`config.mk`:
```
export PLATFORM = sky130hd
export DESIGN_NAME = i2c_target_responder
export DESIGN_NICKNAME = d
export VERILOG_FILES = /design/src/rtl/i2c_tgt_pkg.sv /design/src/rtl/i2c_tgt_filt.sv /design/src/rtl/i2c_tgt_cond.sv /design/src/rtl/i2c_tgt_fsm.sv /design/src/rtl/i2c_target_responder.sv
export SDC_FILE = /design/constraint.sdc
export NUM_CORES = 1
export LEC_CHECK = 0
export BUFFER_PORTS_ARGS = -buffer_cell sky130_fd_sc_hd__buf_2
export CAP_MARGIN = 20
export CORE_MARGIN = 2
export CORE_UTILIZATION = 40
export DETAILED_ROUTE_END_ITERATION = 16
export PLACE_DENSITY_LB_ADDON = 0.1
export SLEW_MARGIN = 30
export SYNTH_ARGS = -nofsm -noshare
export SYNTH_HDL_FRONTEND = slang
export SYNTH_SLANG_ARGS = --single-unit
```
`constraint.sdc`:
```
create_clock -name clk -period 2.8 [get_ports clk]
set_input_delay 0.56 -clock clk [delete_from_list [all_inputs] [get_ports clk]]
set_output_delay 0.56 -clock clk [all_outputs]
set_load 0.03 [all_outputs]
```
`src/rtl/i2c_tgt_pkg.sv`:
```
package i2c_tgt_pkg;

    localparam int BYTE_W = 8;
    localparam int ADDR_W = BYTE_W - 1;
    localparam int CNT_W  = $clog2(BYTE_W + 1);
    localparam int FLAG_W = 5;

    localparam int FL_HIT  = 0;
    localparam int FL_GC   = 1;
    localparam int FL_STOP = 2;
    localparam int FL_TXE  = 3;
    localparam int FL_RXF  = 4;

    typedef enum logic [3:0] {
        ST_IDLE,
        ST_ADDR,
        ST_HOLD_A,
        ST_ACK_A,
        ST_RX,
        ST_HOLD_RX,
        ST_RX_ACK,
        ST_TX,
        ST_TX_ACK,
        ST_HOLD_TX,
        ST_WAIT_STOP
    } tgt_state_e;

    typedef struct packed {
        logic start;
        logic stop;
        logic rise;
        logic fall;
    } bus_ev_t;

endpackage

```
`src/rtl/i2c_tgt_filt.sv`:
```
module i2c_tgt_filt #(
    parameter int FILT_LEN = 3
) (
    input  logic clk,
    input  logic rst_n,
    input  logic line_i,
    output logic line_o
);
    localparam int CW = $clog2(FILT_LEN + 1);

    typedef struct packed {
        logic [1:0]    sync;
        logic [CW-1:0] cnt;
        logic          filt;
    } filt_t;

    filt_t q, d;

    always_comb begin
        d = q;
        d.sync = {q.sync[0], line_i};
        if (q.sync[1] != q.filt) begin
            if (q.cnt == CW'(FILT_LEN - 1)) begin
                d.filt = q.sync[1];
                d.cnt  = '0;
            end else begin
                d.cnt = q.cnt + CW'(1);
            end
        end else begin
            d.cnt = '0;
        end
    end

    always_ff @(posedge clk or negedge rst_n) begin
        if (!rst_n) begin
            q.sync <= 2'b11;
            q.cnt  <= '0;
            q.filt <= 1'b1;
        end else begin
            q <= d;
        end
    end

    assign line_o = q.filt;
endmodule

```
`src/rtl/i2c_tgt_cond.sv`:
```
module i2c_tgt_cond
    import i2c_tgt_pkg::*;
(
    input  logic    clk,
    input  logic    rst_n,
    input  logic    scl_f,
    input  logic    sda_f,
    output bus_ev_t ev
);
    typedef struct packed {
        logic scl;
        logic sda;
    } prev_t;

    prev_t q, d;

    always_comb begin
        d.scl = scl_f;
        d.sda = sda_f;
    end

    always_ff @(posedge clk or negedge rst_n) begin
        if (!rst_n) begin
            q <= '{scl: 1'b1, sda: 1'b1};
        end else begin
            q <= d;
        end
    end

    always_comb begin
        ev.start = scl_f & q.scl & q.sda & ~sda_f;
        ev.stop  = scl_f & q.scl & ~q.sda & sda_f;
        ev.rise  = scl_f & ~q.scl;
        ev.fall  = ~scl_f & q.scl;
    end
endmodule

```
`src/rtl/i2c_tgt_fsm.sv`:
```
module i2c_tgt_fsm
    import i2c_tgt_pkg::*;
(
    input  logic              clk,
    input  logic              rst_n,
    input  bus_ev_t           ev,
    input  logic              scl_f,
    input  logic              sda_f,
    input  logic              tgt_off,
    input  logic [ADDR_W-1:0] own_addr,
    input  logic              gc_dis,
    input  logic              byte_go,
    input  logic              ack_nak,
    input  logic [BYTE_W-1:0] tx_byte,
    output logic              sda_oe,
    output logic              scl_oe,
    output logic [BYTE_W-1:0] rx_byte,
    output logic              dir_tx,
    output logic [FLAG_W-1:0] evs,
    output logic              hit
);
    typedef struct packed {
        tgt_state_e        st;
        logic [BYTE_W-1:0] sr;
        logic [CNT_W-1:0]  cnt;
        logic              sda_oe;
        logic              scl_oe;
        logic              dir;
        logic              inxfer;
        logic              nak;
        logic [BYTE_W-1:0] rx;
    } fsm_t;

    fsm_t q, d;
    logic is_gc, addr_ok;

    assign is_gc   = (q.sr[BYTE_W-1:1] == '0);
    assign addr_ok = (q.sr[BYTE_W-1:1] == own_addr) || (is_gc && !gc_dis);

    always_comb begin
        d   = q;
        evs = '0;
        hit = 1'b0;
        if (tgt_off) begin
            d.st     = ST_IDLE;
            d.sda_oe = 1'b0;
            d.scl_oe = 1'b0;
            d.inxfer = 1'b0;
        end else if (ev.stop) begin
            evs[FL_STOP] = q.inxfer;
            d.st     = ST_IDLE;
            d.sda_oe = 1'b0;
            d.scl_oe = 1'b0;
            d.inxfer = 1'b0;
        end else if (ev.start) begin
            d.st     = ST_ADDR;
            d.cnt    = '0;
            d.sda_oe = 1'b0;
            d.scl_oe = 1'b0;
        end else begin
            unique case (q.st)
                ST_ADDR: begin
                    if (ev.rise && q.cnt < CNT_W'(BYTE_W)) begin
                        d.sr  = {q.sr[BYTE_W-2:0], sda_f};
                        d.cnt = q.cnt + CNT_W'(1);
                    end else if (ev.fall && q.cnt == CNT_W'(BYTE_W)) begin
                        if (addr_ok) begin
                            hit          = 1'b1;
                            evs[FL_HIT]  = 1'b1;
                            evs[FL_GC]   = is_gc;
                            evs[FL_TXE]  = q.sr[0];
                            d.dir        = q.sr[0];
                            d.inxfer     = 1'b1;
                            d.sda_oe     = 1'b1;
                            d.scl_oe     = 1'b1;
                            d.st         = ST_HOLD_A;
                        end else begin
                            d.inxfer = 1'b0;
                            d.st     = ST_WAIT_STOP;
                        end
                    end
                end
                ST_HOLD_A: begin
                    if (byte_go) begin
                        d.sr     = tx_byte;
                        d.scl_oe = 1'b0;
                        d.st     = ST_ACK_A;
                    end
                end
                ST_ACK_A: begin
                    if (ev.fall) begin
                        d.cnt = '0;
                        if (q.dir) begin
                            d.sda_oe = ~q.sr[BYTE_W-1];
                            d.st     = ST_TX;
                        end else begin
                            d.sda_oe = 1'b0;
                            d.st     = ST_RX;
                        end
                    end
                end
                ST_RX: begin
                    if (ev.rise && q.cnt < CNT_W'(BYTE_W)) begin
                        d.sr  = {q.sr[BYTE_W-2:0], sda_f};
                        d.cnt = q.cnt + CNT_W'(1);
                    end else if (ev.fall && q.cnt == CNT_W'(BYTE_W)) begin
                        d.rx        = q.sr;
                        evs[FL_RXF] = 1'b1;
                        d.scl_oe    = 1'b1;
                        d.st        = ST_HOLD_RX;
                    end
                end
                ST_HOLD_RX: begin
                    if (byte_go) begin
                        d.sda_oe = ~ack_nak;
                        d.scl_oe = 1'b0;
                        d.st     = ST_RX_ACK;
                    end
                end
                ST_RX_ACK: begin
                    if (ev.fall) begin
                        d.sda_oe = 1'b0;
                        d.cnt    = '0;
                        d.st     = ST_RX;
                    end
                end
                ST_TX: begin
                    if (ev.fall) begin
                        if (q.cnt == CNT_W'(BYTE_W - 1)) begin
                            d.sda_oe = 1'b0;
                            d.st     = ST_TX_ACK;
                        end else begin
                            d.cnt    = q.cnt + CNT_W'(1);
                            d.sr     = {q.sr[BYTE_W-2:0], 1'b0};
                            d.sda_oe = ~q.sr[BYTE_W-2];
                        end
                    end
                end
                ST_TX_ACK: begin
                    if (ev.rise) begin
                        d.nak = sda_f;
                    end else if (ev.fall) begin
                        if (q.nak) begin
                            d.st = ST_WAIT_STOP;
                        end else begin
                            evs[FL_TXE] = 1'b1;
                            d.scl_oe    = 1'b1;
                            d.st        = ST_HOLD_TX;
                        end
                    end
                end
                ST_HOLD_TX: begin
                    if (byte_go) begin
                        d.sr     = tx_byte;
                        d.sda_oe = ~tx_byte[BYTE_W-1];
                        d.cnt    = '0;
                        d.scl_oe = 1'b0;
                        d.st     = ST_TX;
                    end
                end
                default: ;
            endcase
        end
    end

    always_ff @(posedge clk or negedge rst_n) begin
        if (!rst_n) begin
            q <= '{st: ST_IDLE, sr: '0, cnt: '0, sda_oe: 1'b0, scl_oe: 1'b0,
                   dir: 1'b0, inxfer: 1'b0, nak: 1'b0, rx: '0};
        end else begin
            q <= d;
        end
    end

    assign sda_oe  = q.sda_oe;
    assign scl_oe  = q.scl_oe;
    assign rx_byte = q.rx;
    assign dir_tx  = q.dir;

    // SDA may only move while SCL is low, otherwise a false START/STOP results
    assert_sda_low_phase_R5: assert property (@(posedge clk) disable iff (!rst_n)
        (scl_f && $past(scl_f) && !$past(tgt_off) && !$past(ev.start) && !$past(ev.stop))
        |-> $stable(q.sda_oe));

    // a clock hold only ever starts on a line that is already low
    assert_stretch_low_R5: assert property (@(posedge clk) disable iff (!rst_n)
        $rose(q.scl_oe) |-> !scl_f);

    assert_off_release_R11: assert property (@(posedge clk) disable iff (!rst_n)
        tgt_off |=> (!q.sda_oe && !q.scl_oe));
endmodule

```
`src/rtl/i2c_target_responder.sv`:
```
module i2c_target_responder
    import i2c_tgt_pkg::*;
#(
    parameter int               FILT_LEN   = 3,
    parameter logic [ADDR_W-1:0] RESET_ADDR = 7'h01
) (
    input  logic              clk,
    input  logic              rst_n,
    input  logic              scl_i,
    input  logic              sda_i,
    output logic              scl_oe,
    output logic              sda_oe,
    input  logic              scl_drive_en,
    input  logic              gc_disable,
    input  logic              addr_we,
    input  logic [ADDR_W-1:0] addr_wdata,
    output logic [ADDR_W-1:0] own_addr,
    input  logic              byte_go,
    input  logic              ack_nak,
    input  logic [BYTE_W-1:0] tx_data,
    output logic [BYTE_W-1:0] rx_data,
    output logic              dir_tx,
    input  logic [FLAG_W-1:0] flag_clr,
    output logic [FLAG_W-1:0] flags,
    output logic              cancel_req
);
    localparam int NLINES = 2;

    logic [NLINES-1:0] raw, filt;
    bus_ev_t           ev;
    logic [FLAG_W-1:0] fsm_ev;
    logic              fsm_hit;

    assign raw = {sda_i, scl_i};

    for (genvar g = 0; g < NLINES; g++) begin : g_line
        i2c_tgt_filt #(.FILT_LEN(FILT_LEN)) u_filt (
            .clk   (clk),
            .rst_n (rst_n),
            .line_i(raw[g]),
            .line_o(filt[g])
        );
    end

    i2c_tgt_cond u_cond (
        .clk  (clk),
        .rst_n(rst_n),
        .scl_f(filt[0]),
        .sda_f(filt[1]),
        .ev   (ev)
    );

    i2c_tgt_fsm u_fsm (
        .clk     (clk),
        .rst_n   (rst_n),
        .ev      (ev),
        .scl_f   (filt[0]),
        .sda_f   (filt[1]),
        .tgt_off (scl_drive_en),
        .own_addr(own_addr),
        .gc_dis  (gc_disable),
        .byte_go (byte_go),
        .ack_nak (ack_nak),
        .tx_byte (tx_data),
        .sda_oe  (sda_oe),
        .scl_oe  (scl_oe),
        .rx_byte (rx_data),
        .dir_tx  (dir_tx),
        .evs     (fsm_ev),
        .hit     (fsm_hit)
    );

    typedef struct packed {
        logic [FLAG_W-1:0] flags;
        logic [ADDR_W-1:0] addr;
    } regs_t;

    regs_t q, d;

    always_comb begin
        d       = q;
        d.flags = (q.flags & ~flag_clr) | fsm_ev;
        if (addr_we) begin
            d.addr = addr_wdata;
        end
    end

    always_ff @(posedge clk or negedge rst_n) begin
        if (!rst_n) begin
            q <= '{flags: '0, addr: RESET_ADDR};
        end else begin
            q <= d;
        end
    end

    assign flags      = q.flags;
    assign own_addr   = q.addr;
    assign cancel_req = fsm_hit;

    assert_cancel_flag_R12: assert property (@(posedge clk) disable iff (!rst_n)
        cancel_req |=> q.flags[FL_HIT]);

    assert_gc_with_hit_R4: assert property (@(posedge clk) disable iff (!rst_n)
        $rose(q.flags[FL_GC]) |-> q.flags[FL_HIT]);

    assert_clear_takes_R10: assert property (@(posedge clk) disable iff (!rst_n)
        (|(flag_clr & ~fsm_ev)) |=> ((q.flags & $past(flag_clr & ~fsm_ev)) == '0));
endmodule

```
== Yosys cells after proc, flatten, opt, wreduce, memory -nomap -nowiden ==
Cells that the tools add are included.

* Bits in registers: 53
* Word-level logic and storage cells: 197
* Output and inout bits: 24
* Bits of input ports: 29

* Bitwise logic cells: 22
* Equality and inequality tests: 44
* Multiplexer cells: 83
* Add/subtract/negate cells: 3
* Reduce and logical (&&, ||, !) cells: 25
* Magnitude comparators: 1

{| class="wikitable"
|+ Operators with widths
! operator !! count
|-
| $mux 4 || 16
|-
| $ne 5x4->1 const B || 8
|-
| $mux 12 || 3
|-
| $pmux 4 s9 || 1
|-
| $ne 5x5->1 const B || 7
|-
| $mux 2 || 17
|-
| $pmux 8 s4 || 1
|-
| $mux 1 || 30
|-
| $reduce_and 9->1 || 3
|-
| $mux 8 || 3
|-
| $eq 4x3->1 const B || 5
|-
| $pmux 4 s5 || 1
|-
| $mux 18 || 1
|-
| $reduce_bool 9->1 || 2
|-
| $mux 17 || 1
|-
| $mux 5 || 3
|-
| $reduce_and 14->1 || 1
|-
| $eq 4x4->1 const B || 3
|-
| $ne 3x3->1 const B || 4
|-
| $not 1->1 || 12
|-
| $pmux 1 s6 || 2
|-
| $reduce_and 12->1 || 1
|-
| $reduce_bool 12->1 || 1
|-
| $mux 10 || 1
|-
| other kinds (32) || 51
|}

== Longest topological paths before layout ==
* Depth in word-level cells: 11
* Depth in mapped cells: 9
* Depth with buffers taken out: 8

== By module ==
Synthesis repeated with hierarchy kept, for this count alone.

* Cells, all modules: 310
* Area total of the unflattened synthesis: 3276.9 µm²

{| class="wikitable"
|+ By module, submodules not included
! module !! seq. area each (µm²) !! area each (µm²) !! cells each !! times used
|-
| i2c_tgt_fsm || 725.7 || 2357.3 || 254 || 1
|-
| i2c_target_responder || 301.5 || 474.2 || 30 || 1
|-
| i2c_tgt_filt || 128.9 || 178.9 || 10 || 2
|-
| i2c_tgt_cond || 52.6 || 87.6 || 6 || 1
|}

== Worst setup path before layout ==
OpenSTA, ideal clock, no wires.

* Path type: flip-flop to output port
* Start: register q, in the netlist own_addr[2]
* End: output cancel_req
* Slack: 0.556 ns
* Path buffers: 0
* Cell stages (with the launch flop): 7
* Data arrival time: 1.684 ns
* Data required time: 2.240 ns
* Cells stage by stage: dfrtp_1 xor2_1 nor4_1 a2bb2oi_1 nor2_1 nand3_1 inv_1

* Longest elaborated chain between the ends: 9

{| class="wikitable"
|+ Ends and longest elaborated chain
! element !! line !! source
|-
| from (decl) || i2c_target_responder.sv:78 || <nowiki>regs_t q, d;</nowiki>
|-
| from (signal assigned) || i2c_target_responder.sv:90 || <nowiki>q <= '{flags: '0, addr: RESET_ADDR};</nowiki>
|-
| $eq 7x7->1 || i2c_tgt_fsm.sv:38 || <nowiki>assign addr_ok = (q.sr[BYTE_W-1:1] == own_addr) || (is_gc && !gc_dis);</nowiki>
|-
| $logic_or 1x1->1 || i2c_tgt_fsm.sv:38 ||
|-
| $mux 1 || i2c_tgt_fsm.sv:67 || <nowiki>if (addr_ok) begin</nowiki>
|-
| $mux 1 || i2c_tgt_fsm.sv:66 || <nowiki>end else if (ev.fall && q.cnt == CNT_W'(BYTE_W)) begin</nowiki>
|-
| $mux 1 || i2c_tgt_fsm.sv:63 || <nowiki>if (ev.rise && q.cnt < CNT_W'(BYTE_W)) begin</nowiki>
|-
| $mux 1 || i2c_tgt_fsm.sv:61 || <nowiki>unique case (q.st)</nowiki>
|-
| $mux 1 || i2c_tgt_fsm.sv:55 || <nowiki>end else if (ev.start) begin</nowiki>
|-
| $mux 1 || i2c_tgt_fsm.sv:49 || <nowiki>end else if (ev.stop) begin</nowiki>
|-
| $mux 1 || i2c_tgt_fsm.sv:44 || <nowiki>if (tgt_off) begin</nowiki>
|-
| to (decl) || i2c_target_responder.sv:25 || <nowiki>output logic cancel_req</nowiki>
|}

Every way passes these cells.

== Final worst setup path ==
* Start: register u_fsm.q[23] in the netlist's numbering
* End: output cancel_req

* Longest elaborated chain between the ends: 10
* Elaborated cells between the ends (all ways): 11
* Those cells by class: eq/ne (1); mux (7); reduce/logical (3)

{| class="wikitable"
|+ Ends and longest elaborated chain
! element !! line !! source
|-
| from (decl) || i2c_tgt_fsm.sv:34 || <nowiki>fsm_t q, d;</nowiki>
|-
| from (signal assigned) || i2c_tgt_fsm.sv:168 || <nowiki>q <= '{st: ST_IDLE, sr: '0, cnt: '0, sda_oe: 1'b0, scl_oe: 1'b0,</nowiki>
|-
| $logic_not 7->1 || i2c_tgt_fsm.sv:37 || <nowiki>assign is_gc = (q.sr[BYTE_W-1:1] == '0);</nowiki>
|-
| $logic_and 1x1->1 || i2c_tgt_fsm.sv:38 ||
|-
| $logic_or 1x1->1 * || i2c_tgt_fsm.sv:38 ||
|-
| $mux 1 * || i2c_tgt_fsm.sv:67 ||
|-
| $mux 1 * || i2c_tgt_fsm.sv:66 ||
|-
| $mux 1 * || i2c_tgt_fsm.sv:63 ||
|-
| $mux 1 * || i2c_tgt_fsm.sv:61 ||
|-
| $mux 1 * || i2c_tgt_fsm.sv:55 ||
|-
| $mux 1 * || i2c_tgt_fsm.sv:49 ||
|-
| $mux 1 * || i2c_tgt_fsm.sv:44 ||
|}

Mark *: on every way between the ends. The rest lies on a longest branch, timed or not.

==> impl_metrics.py <==
metrics = {
    "timing": {
        "fmax_mhz": 384,
        "rsz0062_at_grt": "no",
        "setup_slack_ps": 198,
        "fin_skew_ps": 12.8,
        "slew_viol_final": 0,
        "finalHoldViolCount": 0,
        "slew_headroom_pct": 46.1,
        "setup_viol": 0,
        "setup_tns_ps": 0,
        "period_share_pct": 92.9,
        "layout_min_cycle_time_ps": 2600,
        "tightest_slew_ps": 808,
    },
    "finish": {
        "nNetsFinal": 382,
        "antenna-diode-count": 0,
        "final_util_pct": 46.4,
        "drive_gt1_share_pct": 35.8,
        "area_delta_synth_final_pct": 14.1,
    },
    "logic_synthesis": {
        "ys_top_cells_by_area": "dfrtp_1, mux2_2, dfstp_2",
        "synth_edf_count": 0,
        "yosysTopAreaCell": "dfrtp_1",
        "syn_area_per_cell_um2": 10.2,
        "ys_ff_latch": 53,
        "synth_top_cell_area_share_pct": 35.6,
        "synthFlopType": "dfrtp_1",
        "yosysSeqAreaShare_pct": 43.2,
        "yosysWarningCount": 0,
        "synthArstFlopShare_pct": 100,
        "yosysMostFrequentCell": "dfrtp_1",
        "yosys-top-cells-count": "dfrtp_1, mux2_2, o21ai_0",
        "synth_cell_types": 61,
        "synthCells": 305,
        "syn_area_um2": 3100,
        "syn_nets": 336,
    },
    "clock_tree": {
        "cts_tree": "yes",
        "cts_made_buffers": 5,
        "clk-insertion-delay-late_ps": 310,
        "cts.path.max_buffers": 2,
        "cts.sinks": 53,
        "cts.clk_slew.worst_paths_ps": 100,
        "postCtsSetupBuffers": 0,
        "cts.repair.resized": 0,
        "cts_root_buffer": "clkbuf_8",
        "htreeDepth": 2,
        "hold_buffers": 0,
    },
    "global_routing": {
        "grt_pass1_wl_um": 12600,
        "grt_max_degree": 38,
        "grt_overflow": 0,
        "antenna_found_initial": 0,
        "grt_usage_pct": 18.9,
        "first_global_vias": 2422,
    },
    "placement": {
        "place_hpwl_um": 5590,
        "place.port_buffers": 52,
        "pre_cts_ws_ps": 410,
        "gp_congestion": 0.851,
    },
    "power": {
        "pwr-share-clk_pct": 18.5,
        "internal-power_mw": 1.77,
        "pwr-share-seq_pct": 42.3,
        "powerDensity_nw_per_um2": 834,
        "combPwrFrac_pct": 39.2,
        "p_sw_share_pct": 40.0,
        "p_sw_mw": 1.18,
        "peakVddDrop_mv": 0.352,
        "p_leak_nw": 1.60,
    },
    "setup_path": {
        "path_max_fanout": 6,
        "crit_slowest_cell": "dfrtp_1",
        "crit_start": "u_fsm.q[23]",
        "slowest_delay_ps": 480,
        "worstPathRequired_ps": 2240,
        "path_cells": "xor2_1 -> nor4_2 -> a2bb2oi_2 -> nor2_2 -> nand3_1 -> inv_1 -> buf_2",
        "crit_arrival_ps": 2040,
        "startpoint_type": "flip-flop",
        "reg2reg_slack_ps": 490,
        "cp-end-kind": "primary output",
        "crit_type": "flip-flop to primary output",
        "rr_startpoint": "u_fsm.q[28]",
    },
    "routing": {
        "viasPerCell": 5.39,
        "drcViolationCount": 0,
        "post_drt_wl_per_cell_um": 16.6,
        "vias": 2445,
        "wl_um": 7520,
        "ant_nets": 0,
        "dr.pass1.iters": 4,
        "drt_iter0_markers": 148,
    },
    "die": {
        "die-width_um": 92.0,
        "fp.dieH_um": 92.0,
        "row_count": 32,
        "num_io_pins": 53,
        "dieArea_um2": 8460,
        "initial_core_util_pct": 40.7,
        "core_area_um2": 7610,
    },
    "run": {
        "cap_violations": 0,
    },
    "min_path": {
        "worstHoldPathType": "input pin to asynchronous set/reset pin",
    },
    "run_status": {
        "outcome": "complete, no violations",
    },
}
## metrics by stage
step	cells	total power [mW]	area (um^2)	hold WS, ps
after floorplan	305	2.09	3100	264
after global placement	446	2.40	3400	347
after detailed placement	446	2.40	3400	349
after CTS	454	2.96	3520	332
after global routing	454	3.16	3530	324
final	454	2.95	3530	336
## power by group through the flow
stage / logic (mW) / clock network [mW] / registers (mW)
after floorplan: 0.932 / 0 / 1.16
after global placement: 1.15 / 0 / 1.25
after detailed placement: 1.14 / 0 / 1.26
after CTS: 1.15 / 0.564 / 1.24
after global routing: 1.28 / 0.596 / 1.28
final: 1.15 / 0.545 / 1.25
## cells in the final DEF, fill, tap and decap left out, types with 9 or more instances in the layout
cell      n
nor2_1   11
xor2_1   10
buf_4    11
nand2_1   9
mux2_2   29
dfstp_2   9
dfrtp_1  44
inv_1    18
o21ai_0  21
buf_2    52
nor2b_1  10
nor3_1   11
a21oi_1  17
nand3_1  13
## kinds of logic after synthesis
| group | Yosys count | share of synthesized area, % |
|---|---|---|
| muxes | 34 | 12.4 |
| adders and majority gates | 2 | 0.808 |
| and+or+nand+nor | 91 | 17.3 |
| xor gates and xnor gates | 14 | 3.96 |
| DFF | 53 | 43.2 |
| buffers and inverters | 42 | 7.52 |
| AOI/OAI and AO/OA | 69 | 14.9 |
## final cells by class
cell class | count | area, um^2
fillers | 757 | 4070
repair buffers | 63 | 343
flip-flops and latches | 53 | 1340
clock inverters | 1 | 30.0
inverters | 18 | 67.6
clock buffers | 7 | 86.3
multi-input cells | 210 | 1540
well taps | 102 | 128
## worst max-delay path: cells and delay by family, from the launching register on
kind / cells / cell delay [ps]
AOI/OAI and AO/OA: 1 / 170
and+or+nand+nor: 3 / 610
DFF: 1 / 480
buffers and inverters: 2 / 280
xor gates and xnor gates: 1 / 200
## flip-flops by register name, summed over array words and instances (netlist names)
register and cells:
flags 5, g_line.u_filt.d 2, g_line.u_filt.line_o 2, g_line.u_filt.q 6
own_addr 7, u_cond.q 2, u_fsm.dir_tx 1, u_fsm.q 18
u_fsm.rx_byte 8, u_fsm.scl_oe 1, u_fsm.sda_oe 1
## layer usage
layer	global-route usage [%]	vias to the layer above	wire (um)
li1	-	1183	-
met1	27.2	1186	3530
met2	29.2	67	3470
met3	3.62	9	378
met4	4.85	0	142
met5	0	-	0
## path summary, 6_finish.rpt
kind | cells after the start | end
worst min-delay path | 1 | flags[2]
worst min register to register | 0 | g_line[0].u_filt.q[4]
min in group clk | 1 | g_line[0].u_filt.d[4]
worst max register to register | 7 | u_fsm.q[25]
max in group asynchronous | 2 | own_addr[3]
worst max-delay path | 7 | cancel_req
Note: power is estimated with default switching activity, not from simulation.
